### src/rtl/rdma_pkg.sv
package rdma_pkg;

  typedef enum logic [2:0] {
    ST_IDLE,
    ST_SETUP,
    ST_LRD,
    ST_LCAP,
    ST_XFER,
    ST_ROWEND
  } rdmaState_e;

  // Strobes from control to datapath
  typedef struct packed {
    logic setup;    // align addresses, compute row length
    logic locRead;  // issue local RAM read
    logic capture;  // latch local RAM read data
    logic xfer;     // external request phase active
    logic rowEnd;   // advance address registers, next row
    logic toLocal;  // direction: external -> local
  } rdmaCtl_t;

endpackage

### src/rtl/rdma_datapath.sv
module rdma_datapath
  import rdma_pkg::*;
#(
  parameter int EXT_AW = 23,
  parameter int LOC_AW = 13,
  parameter int DATA_W = 32,
  parameter int LEN_W  = 12,
  parameter int CNT_W  = 8,
  parameter int SKIP_W = 12
) (
  input  logic              clk,
  input  logic              rstN,
  input  rdmaCtl_t          ctl,
  input  logic              addrWr,
  input  logic              descLoad,
  input  logic [1:0]        regAddr,
  input  logic [31:0]       regWrData,
  output logic [31:0]       regRdData,
  output logic              lastWord,
  output logic              lastRow,
  output logic              extValid,
  output logic              extWrite,
  output logic [EXT_AW-1:0] extAddr,
  output logic [DATA_W-1:0] extWdata,
  input  logic              extReady,
  input  logic [DATA_W-1:0] extRdata,
  output logic              locEn,
  output logic              locWe,
  output logic [LOC_AW-1:0] locAddr,
  output logic [DATA_W-1:0] locWdata,
  input  logic [DATA_W-1:0] locRdata
);

  localparam int ROW_W = LEN_W + 1;
  localparam int OFF_W = LOC_AW - 1;
  localparam int BANK_BYTES = 1 << OFF_W;
  localparam logic [EXT_AW-1:0] EXT_MASK = {{(EXT_AW-2){1'b1}}, 2'b00};
  localparam logic [LOC_AW-1:0] LOC_MASK = {{(LOC_AW-2){1'b1}}, 2'b00};
  localparam int CNT_LSB = LEN_W;
  localparam int SKIP_LSB = LEN_W + CNT_W;

  logic [LOC_AW-1:0] locReg;
  logic [EXT_AW-1:0] extReg;
  logic [31:0]       descReg;
  logic [ROW_W-1:0]  rowLen;
  logic [ROW_W-1:0]  colOff;
  logic [CNT_W-1:0]  rowCnt;
  logic [DATA_W-1:0] holdData;

  logic [LEN_W-1:0]  lenField;
  logic [CNT_W-1:0]  cntField;
  logic [SKIP_W-1:0] skipField;
  logic [LOC_AW-1:0] locAligned;
  logic [ROW_W:0]    rounded, offset, rowSum, clampedLen;

  assign lenField  = descReg[LEN_W-1:0];
  assign cntField  = descReg[CNT_LSB +: CNT_W];
  assign skipField = descReg[SKIP_LSB +: SKIP_W];

  always_comb begin
    locAligned = locReg & LOC_MASK;
    rounded    = ((ROW_W+1)'(lenField) + (ROW_W+1)'(8)) & ~(ROW_W+1)'(7);
    offset     = (ROW_W+1)'(locAligned[OFF_W-1:0]);
    rowSum     = offset + rounded;
    clampedLen = (rowSum > (ROW_W+1)'(BANK_BYTES))
                 ? (ROW_W+1)'(BANK_BYTES) - offset : rounded;
  end

  always_ff @(posedge clk) begin
    if (!rstN) begin
      locReg   <= '0;
      extReg   <= '0;
      descReg  <= '0;
      rowLen   <= '0;
      colOff   <= '0;
      rowCnt   <= '0;
      holdData <= '0;
    end else begin
      if (addrWr && !regAddr[0]) locReg <= regWrData[LOC_AW-1:0];
      if (addrWr &&  regAddr[0]) extReg <= regWrData[EXT_AW-1:0];
      if (descLoad) descReg <= regWrData;
      if (ctl.setup) begin
        locReg <= locAligned;
        extReg <= extReg & {{(EXT_AW-3){1'b1}}, 3'b000};
        rowLen <= clampedLen[ROW_W-1:0];
        colOff <= '0;
        rowCnt <= '0;
      end
      if (ctl.capture) holdData <= locRdata;
      if (ctl.xfer && extReady) colOff <= colOff + ROW_W'(4);
      if (ctl.rowEnd) begin
        colOff <= '0;
        rowCnt <= rowCnt + 1'b1;
        if (ctl.toLocal) begin
          extReg <= extReg + EXT_AW'(rowLen);
          locReg <= locReg + LOC_AW'(rowLen) + LOC_AW'(skipField);
        end else begin
          locReg <= locReg + LOC_AW'(rowLen);
          extReg <= extReg + EXT_AW'(rowLen) + EXT_AW'(skipField);
        end
      end
    end
  end

  assign lastWord = ({1'b0, colOff} + (ROW_W+1)'(4)) >= {1'b0, rowLen};
  assign lastRow  = (rowCnt == cntField);

  assign extValid = ctl.xfer;
  assign extWrite = ctl.xfer && !ctl.toLocal;
  assign extAddr  = (extReg + EXT_AW'(colOff)) & EXT_MASK;
  assign extWdata = holdData;

  assign locWe    = ctl.xfer && ctl.toLocal && extReady;
  assign locEn    = ctl.locRead || locWe;
  assign locAddr  = (locReg + LOC_AW'(colOff)) & LOC_MASK;
  assign locWdata = extRdata;

  always_comb begin
    if (regAddr[1])      regRdData = descReg;
    else if (regAddr[0]) regRdData = 32'(extReg);
    else                 regRdData = 32'(locReg);
  end

endmodule

### src/rtl/rdma_control.sv
module rdma_control
  import rdma_pkg::*;
(
  input  logic     clk,
  input  logic     rstN,
  input  logic     start,
  input  logic     startToLocal,
  input  logic     extReady,
  input  logic     lastWord,
  input  logic     lastRow,
  output rdmaCtl_t ctl,
  output logic     busy,
  output logic     done
);

  rdmaState_e state, stateNext;
  logic       toLocal;
  rdmaState_e wordStart;

  assign wordStart = toLocal ? ST_XFER : ST_LRD;

  always_ff @(posedge clk) begin
    if (!rstN) begin
      state   <= ST_IDLE;
      toLocal <= 1'b0;
      done    <= 1'b0;
    end else begin
      state <= stateNext;
      done  <= (state == ST_ROWEND) && lastRow;
      if (start && state == ST_IDLE) toLocal <= startToLocal;
    end
  end

  always_comb begin
    stateNext   = state;
    ctl         = '0;
    ctl.toLocal = toLocal;
    unique case (state)
      ST_IDLE:   if (start) stateNext = ST_SETUP;
      ST_SETUP: begin
        ctl.setup = 1'b1;
        stateNext = wordStart;
      end
      ST_LRD: begin
        ctl.locRead = 1'b1;
        stateNext   = ST_LCAP;
      end
      ST_LCAP: begin
        ctl.capture = 1'b1;
        stateNext   = ST_XFER;
      end
      ST_XFER: begin
        ctl.xfer = 1'b1;
        if (extReady) stateNext = lastWord ? ST_ROWEND : wordStart;
      end
      ST_ROWEND: begin
        ctl.rowEnd = 1'b1;
        stateNext  = lastRow ? ST_IDLE : wordStart;
      end
      default: stateNext = ST_IDLE;
    endcase
  end

  assign busy = (state != ST_IDLE);

endmodule

### src/rtl/rdma_engine.sv
module rdma_engine
  import rdma_pkg::*;
#(
  parameter int EXT_AW = 23,
  parameter int LOC_AW = 13,
  parameter int DATA_W = 32
) (
  input  logic              clk,
  input  logic              rstN,
  input  logic              regWrEn,
  input  logic [1:0]        regAddr,
  input  logic [31:0]       regWrData,
  output logic [31:0]       regRdData,
  output logic              busy,
  output logic              done,
  output logic              extValid,
  output logic              extWrite,
  output logic [EXT_AW-1:0] extAddr,
  output logic [DATA_W-1:0] extWdata,
  input  logic              extReady,
  input  logic [DATA_W-1:0] extRdata,
  output logic              locEn,
  output logic              locWe,
  output logic [LOC_AW-1:0] locAddr,
  output logic [DATA_W-1:0] locWdata,
  input  logic [DATA_W-1:0] locRdata
);

  rdmaCtl_t ctl;
  logic     lastWord, lastRow;
  logic     accept, start, addrWr;

  assign accept = regWrEn && !busy;
  assign start  = accept && regAddr[1];
  assign addrWr = accept && !regAddr[1];

  rdma_control u_control (
    .clk          (clk),
    .rstN         (rstN),
    .start        (start),
    .startToLocal (!regAddr[0]),
    .extReady     (extReady),
    .lastWord     (lastWord),
    .lastRow      (lastRow),
    .ctl          (ctl),
    .busy         (busy),
    .done         (done)
  );

  rdma_datapath #(
    .EXT_AW (EXT_AW),
    .LOC_AW (LOC_AW),
    .DATA_W (DATA_W)
  ) u_datapath (
    .clk       (clk),
    .rstN      (rstN),
    .ctl       (ctl),
    .addrWr    (addrWr),
    .descLoad  (start),
    .regAddr   (regAddr),
    .regWrData (regWrData),
    .regRdData (regRdData),
    .lastWord  (lastWord),
    .lastRow   (lastRow),
    .extValid  (extValid),
    .extWrite  (extWrite),
    .extAddr   (extAddr),
    .extWdata  (extWdata),
    .extReady  (extReady),
    .extRdata  (extRdata),
    .locEn     (locEn),
    .locWe     (locWe),
    .locAddr   (locAddr),
    .locWdata  (locWdata),
    .locRdata  (locRdata)
  );

endmodule

### config.mk
export PLATFORM = sky130hd
export DESIGN_NAME = rdma_engine
export DESIGN_NICKNAME = d
export VERILOG_FILES = /design/src/rtl/rdma_pkg.sv /design/src/rtl/rdma_datapath.sv /design/src/rtl/rdma_control.sv /design/src/rtl/rdma_engine.sv
export SDC_FILE = /design/constraint.sdc
export NUM_CORES = 1
export LEC_CHECK = 0
export BUFFER_PORTS_ARGS = -buffer_cell sky130_fd_sc_hd__buf_2
export CAP_MARGIN = 20
export CORE_MARGIN = 4
export CORE_UTILIZATION = 40
export CTS_CLUSTER_DIAMETER = 120
export DETAILED_ROUTE_END_ITERATION = 8
export SYNTH_ARGS = -nofsm -noshare
export SYNTH_HDL_FRONTEND = slang
export SYNTH_SLANG_ARGS = --single-unit
### constraint.sdc
create_clock -name clk -period 6.7 [get_ports clk]
set_input_delay 0.335 -clock clk [delete_from_list [all_inputs] [get_ports clk]]
set_output_delay 0.335 -clock clk [all_outputs]
set_load 0.05 [all_outputs]
==> impl_metrics.env <==
export IMPL_power_per_cell_area_nw_per_um2=207
export IMPL_critPathRequiredTime_ns=7.03
export IMPL_detailroute_via_count=10500
export IMPL_final_max_slew_violation_count=0
export IMPL_synthMuxAreaShare=0.0293
export IMPL_synth_most_common_cell="sky130_fd_sc_hd__nand2_1"
export IMPL_maximum_number_of_pins_on_one_net_before_global_route_repair=59
export IMPL_cts_tree="done"
export IMPL_totalWireLength_um=35100
export IMPL_finalSetupTns_ns=0
export IMPL_syn_avg_cell_area_um2=7.44
export IMPL_max_stage_delay_ns=0.47
export IMPL_cts_root_buf="sky130_fd_sc_hd__clkbuf_16"
export IMPL_cell_area_synth_um2=10600
export IMPL_worst_min_delay_path_class="in2reg"
export IMPL_yosysWarnings=0
export IMPL_ctsHtreeMaxLevel=4
export IMPL_synthSimpleGateAreaFrac=0.212
export IMPL_cap_violations=0
export IMPL_global_route_overflow=0
export IMPL_postSynth_topFlopCell="sky130_fd_sc_hd__dfxtp_1"
export IMPL_final_hold_violation_count=0
export IMPL_synth_yosys_seq_area_share=0.254
export IMPL_setup_viol=0
export IMPL_viasPerCell=5.65
export IMPL_final_net_count=1716
export IMPL_post_synth_top_area_fraction=0.254
export IMPL_dp_cells=1833
export IMPL_vdd_ir_drop_worst_mv=0.137
export IMPL_number_of_antenna_violations_at_the_first_check_in_global_routing=0
export IMPL_crit_path_end_kind="flip-flop"
export IMPL_cp_data_arrival_time_ns=4.58
export IMPL_crit_path_max_fanout=4
export IMPL_num_fill_cells=2701
export IMPL_pre_antenna_drt_iters=6
export IMPL_die_h_um=171
export IMPL_first_pass_grt_wire_length_um=53500
export IMPL_cts_repair_resize_count=0
export IMPL_worst_slew_margin_rel=0.335
export IMPL_floorplan_die_area_um2=29300
export IMPL_place_detailed_hpwl_um=26500
export IMPL_netlist_cell_type_count=75
export IMPL_crit_path_cell_trace="ha_1, fa_1, a211oi_1, o211ai_1, and2_1, xor2_1, ha_1, nand2_1, o41ai_1, o311ai_0, nor3_1, nand2_1, and3b_1, o32ai_1"
export IMPL_placementRows=59
export IMPL_cp_start_kind="flip-flop"
export IMPL_critPathSlowestCell="sky130_fd_sc_hd__o41ai_1"
export IMPL_combinational_family_with_the_most_area_after_synthesis="compound AO/OA/AOI/OAI gates"
export IMPL_critPathTopFamily="compound AO/OA/AOI/OAI gates"
export IMPL_power_leakage_nw=5.51
export IMPL_cts_inserted_buffers=17
export IMPL_drc=0
export IMPL_cts_clk_slew_worst_paths_ns=0.06
export IMPL_final_cell_area_um2=12000
export IMPL_grt_setup_unrepaired="no"
export IMPL_yosysTopAreaCell="sky130_fd_sc_hd__dfxtp_1"
export IMPL_route_antenna_remaining_nets=0
export IMPL_ys_seq_elements=135
export IMPL_cts_sink_count=135
export IMPL_synth_top_cells_by_area="sky130_fd_sc_hd__dfxtp_1 25%, sky130_fd_sc_hd__ha_1 11%, sky130_fd_sc_hd__nand2_1 9.2%, sky130_fd_sc_hd__a21oi_1 6.9%, sky130_fd_sc_hd__xnor2_1 4.9%"
export IMPL_top_level_ports=240
export IMPL_die_w_um=171
export IMPL_placed_cell_area_um2=11400
export IMPL_outcome="finished clean"
export IMPL_post_synth_most_frequent_cells="260 x sky130_fd_sc_hd__nand2_1, 147 x sky130_fd_sc_hd__a21oi_1, 135 x sky130_fd_sc_hd__dfxtp_1, 95 x sky130_fd_sc_hd__o21ai_0, 93 x sky130_fd_sc_hd__nor2_1"
export IMPL_final_min_clock_period_ns=4.25
export IMPL_crit_buf_inv=0
export IMPL_cts_hold_buffers_added=0
export IMPL_finalCritPeriodShare=0.634
export IMPL_post_synth_xor_xnor_area=0.0963
export IMPL_clock_latency_ns=0.43
export IMPL_place_port_buffers=171
export IMPL_detail_route_iter0_violations=929
export IMPL_floorplan_initialDensity=0.407
export IMPL_area_delta_synth_final_pct=12.9
export IMPL_grt_util_all_layers=0.232
export IMPL_worst_clock_skew_ns=0.00935
export IMPL_clockBufferDepth=2
export IMPL_core_um2=26100
export IMPL_synth_edf_count=0
export IMPL_antenna_diode_count=0
export IMPL_syn_inst=1429
export IMPL_proportion_of_layout_cells_with_a_drive_suffix_above_1=0.150
export IMPL_max_freq_mhz=235
export IMPL_synthArstFlopShare=0
export IMPL_grt_pass1_vias=9777
export IMPL_number_of_post_cts_setup_repair_buffers=0
export IMPL_post_synth_fa_ha_maj_area_fraction=0.116
export IMPL_synth_compound_area_frac=0.223
export IMPL_gp_congestion=0.915
export IMPL_worst_setup_path_type="reg2reg"
export IMPL_wire_per_inst_um=18.8
export IMPL_layoutNonFillerInstCount=1866
export IMPL_worst_pin_slew_ns=0.993
sequential cells by signal, indices dropped and copies added (netlist names):
name                 cells
u_datapath.rowLen       11
u_datapath.extReg       23
u_datapath.colOff       11
u_datapath.descReg      32
u_datapath.rowCnt        8
u_control.state          3
u_control.done           1
u_control.toLocal        1
u_datapath.extWdata     32
u_datapath.locReg       13
per-layer routing:
| layer | vias to the layer above | track usage | routed length [µm] |
|---|---|---|---|
| li1 | 5179 | - | - |
| met1 | 4949 | 0.322 | 15600 |
| met2 | 368 | 0.374 | 16600 |
| met3 | 46 | 0.0351 | 2250 |
| met4 | 0 | 0.0668 | 750 |
| met5 | - | 0 | 0 |
cells by family (layout without fill, tap and decap cells):
logic type / count (synthesis) / after routing
other cells: 1 / 4
flops: 135 / 135
fa+ha+maj: 96 / 96
mux: 31 / 31
compound gates: 387 / 387
simple gates: 508 / 508
buf+inv: 154 / 253
xor+xnor: 117 / 117
cell usage in the layout (no fill, tap or decap), types with 30 or more instances in the layout:
cell type                 Yosys  final
sky130_fd_sc_hd__xnor2_1     59     59
sky130_fd_sc_hd__xor2_1      58     58
sky130_fd_sc_hd__a21oi_1    147    147
sky130_fd_sc_hd__inv_1       38     37
sky130_fd_sc_hd__nand2_1    260    260
sky130_fd_sc_hd__nor3_1      34     34
sky130_fd_sc_hd__buf_2        1    171
sky130_fd_sc_hd__o21ai_0     95     95
sky130_fd_sc_hd__mux2i_1     30     30
sky130_fd_sc_hd__nor2_1      93     91
sky130_fd_sc_hd__nand3_1     31     31
sky130_fd_sc_hd__ha_1        90     90
sky130_fd_sc_hd__dfxtp_1    135    135
worst reg2reg max path: cells and delay by family (launching register included):
family / cells / cell delay (ns)
compound gates: 5 / 1.67
fa+ha+maj: 3 / 1.01
simple gates: 5 / 0.97
flops: 1 / 0.34
xor+xnor: 1 / 0.16
power breakdown:
part	leakage, nW	internal, mW	total (mW)	switching [mW]
Combinational	4.13	0.214	0.630	0.416
Sequential	1.10	0.839	0.914	0.0747
Clock	0.284	0.549	0.938	0.389
Total	5.51	1.60	2.48	0.880
final cells by class:
class                   count  area [µm²]  share of cell area
well taps                 335         419              0.0349
flip-flops and latches    135        2700               0.225
repair buffers            181         946              0.0788
multi-input cells        1143        7210               0.601
inverters                  41         154              0.0128
clock inverters            14         149              0.0124
clock buffers              17         425              0.0354
through the flow:
| stage | hold WS (ns) | utilization | worst slack (ns) | power (mW) |
|---|---|---|---|---|
| 3_5_place_dp | 0.443 | 0.436 | 2.55 | 1.55 |
| 3_3_place_gp | 0.439 | 0.436 | 2.63 | 1.55 |
| 5_1_grt | 0.132 | 0.459 | 2.14 | 2.60 |
| 4_1_cts | 0.125 | 0.458 | 2.51 | 2.49 |
| 6_report | 0.135 | 0.459 | 2.45 | 2.48 |
| 2_1_floorplan | 0.437 | - | 3.06 | 1.42 |
final timing paths:
path | from | to | slack, ns | cells past startpoint
min | locRdata[17] | u_datapath.extWdata[17] | 0.13 | 3
min reg2reg | u_datapath.extWdata[22] | u_datapath.extWdata[22] | 0.45 | 2
max reg2reg | u_datapath.rowLen[2] | u_datapath.extReg[20] | 2.45 | 14
max | u_datapath.rowLen[2] | u_datapath.extReg[20] | 2.45 | 14
(Power assumes the default switching activity.)
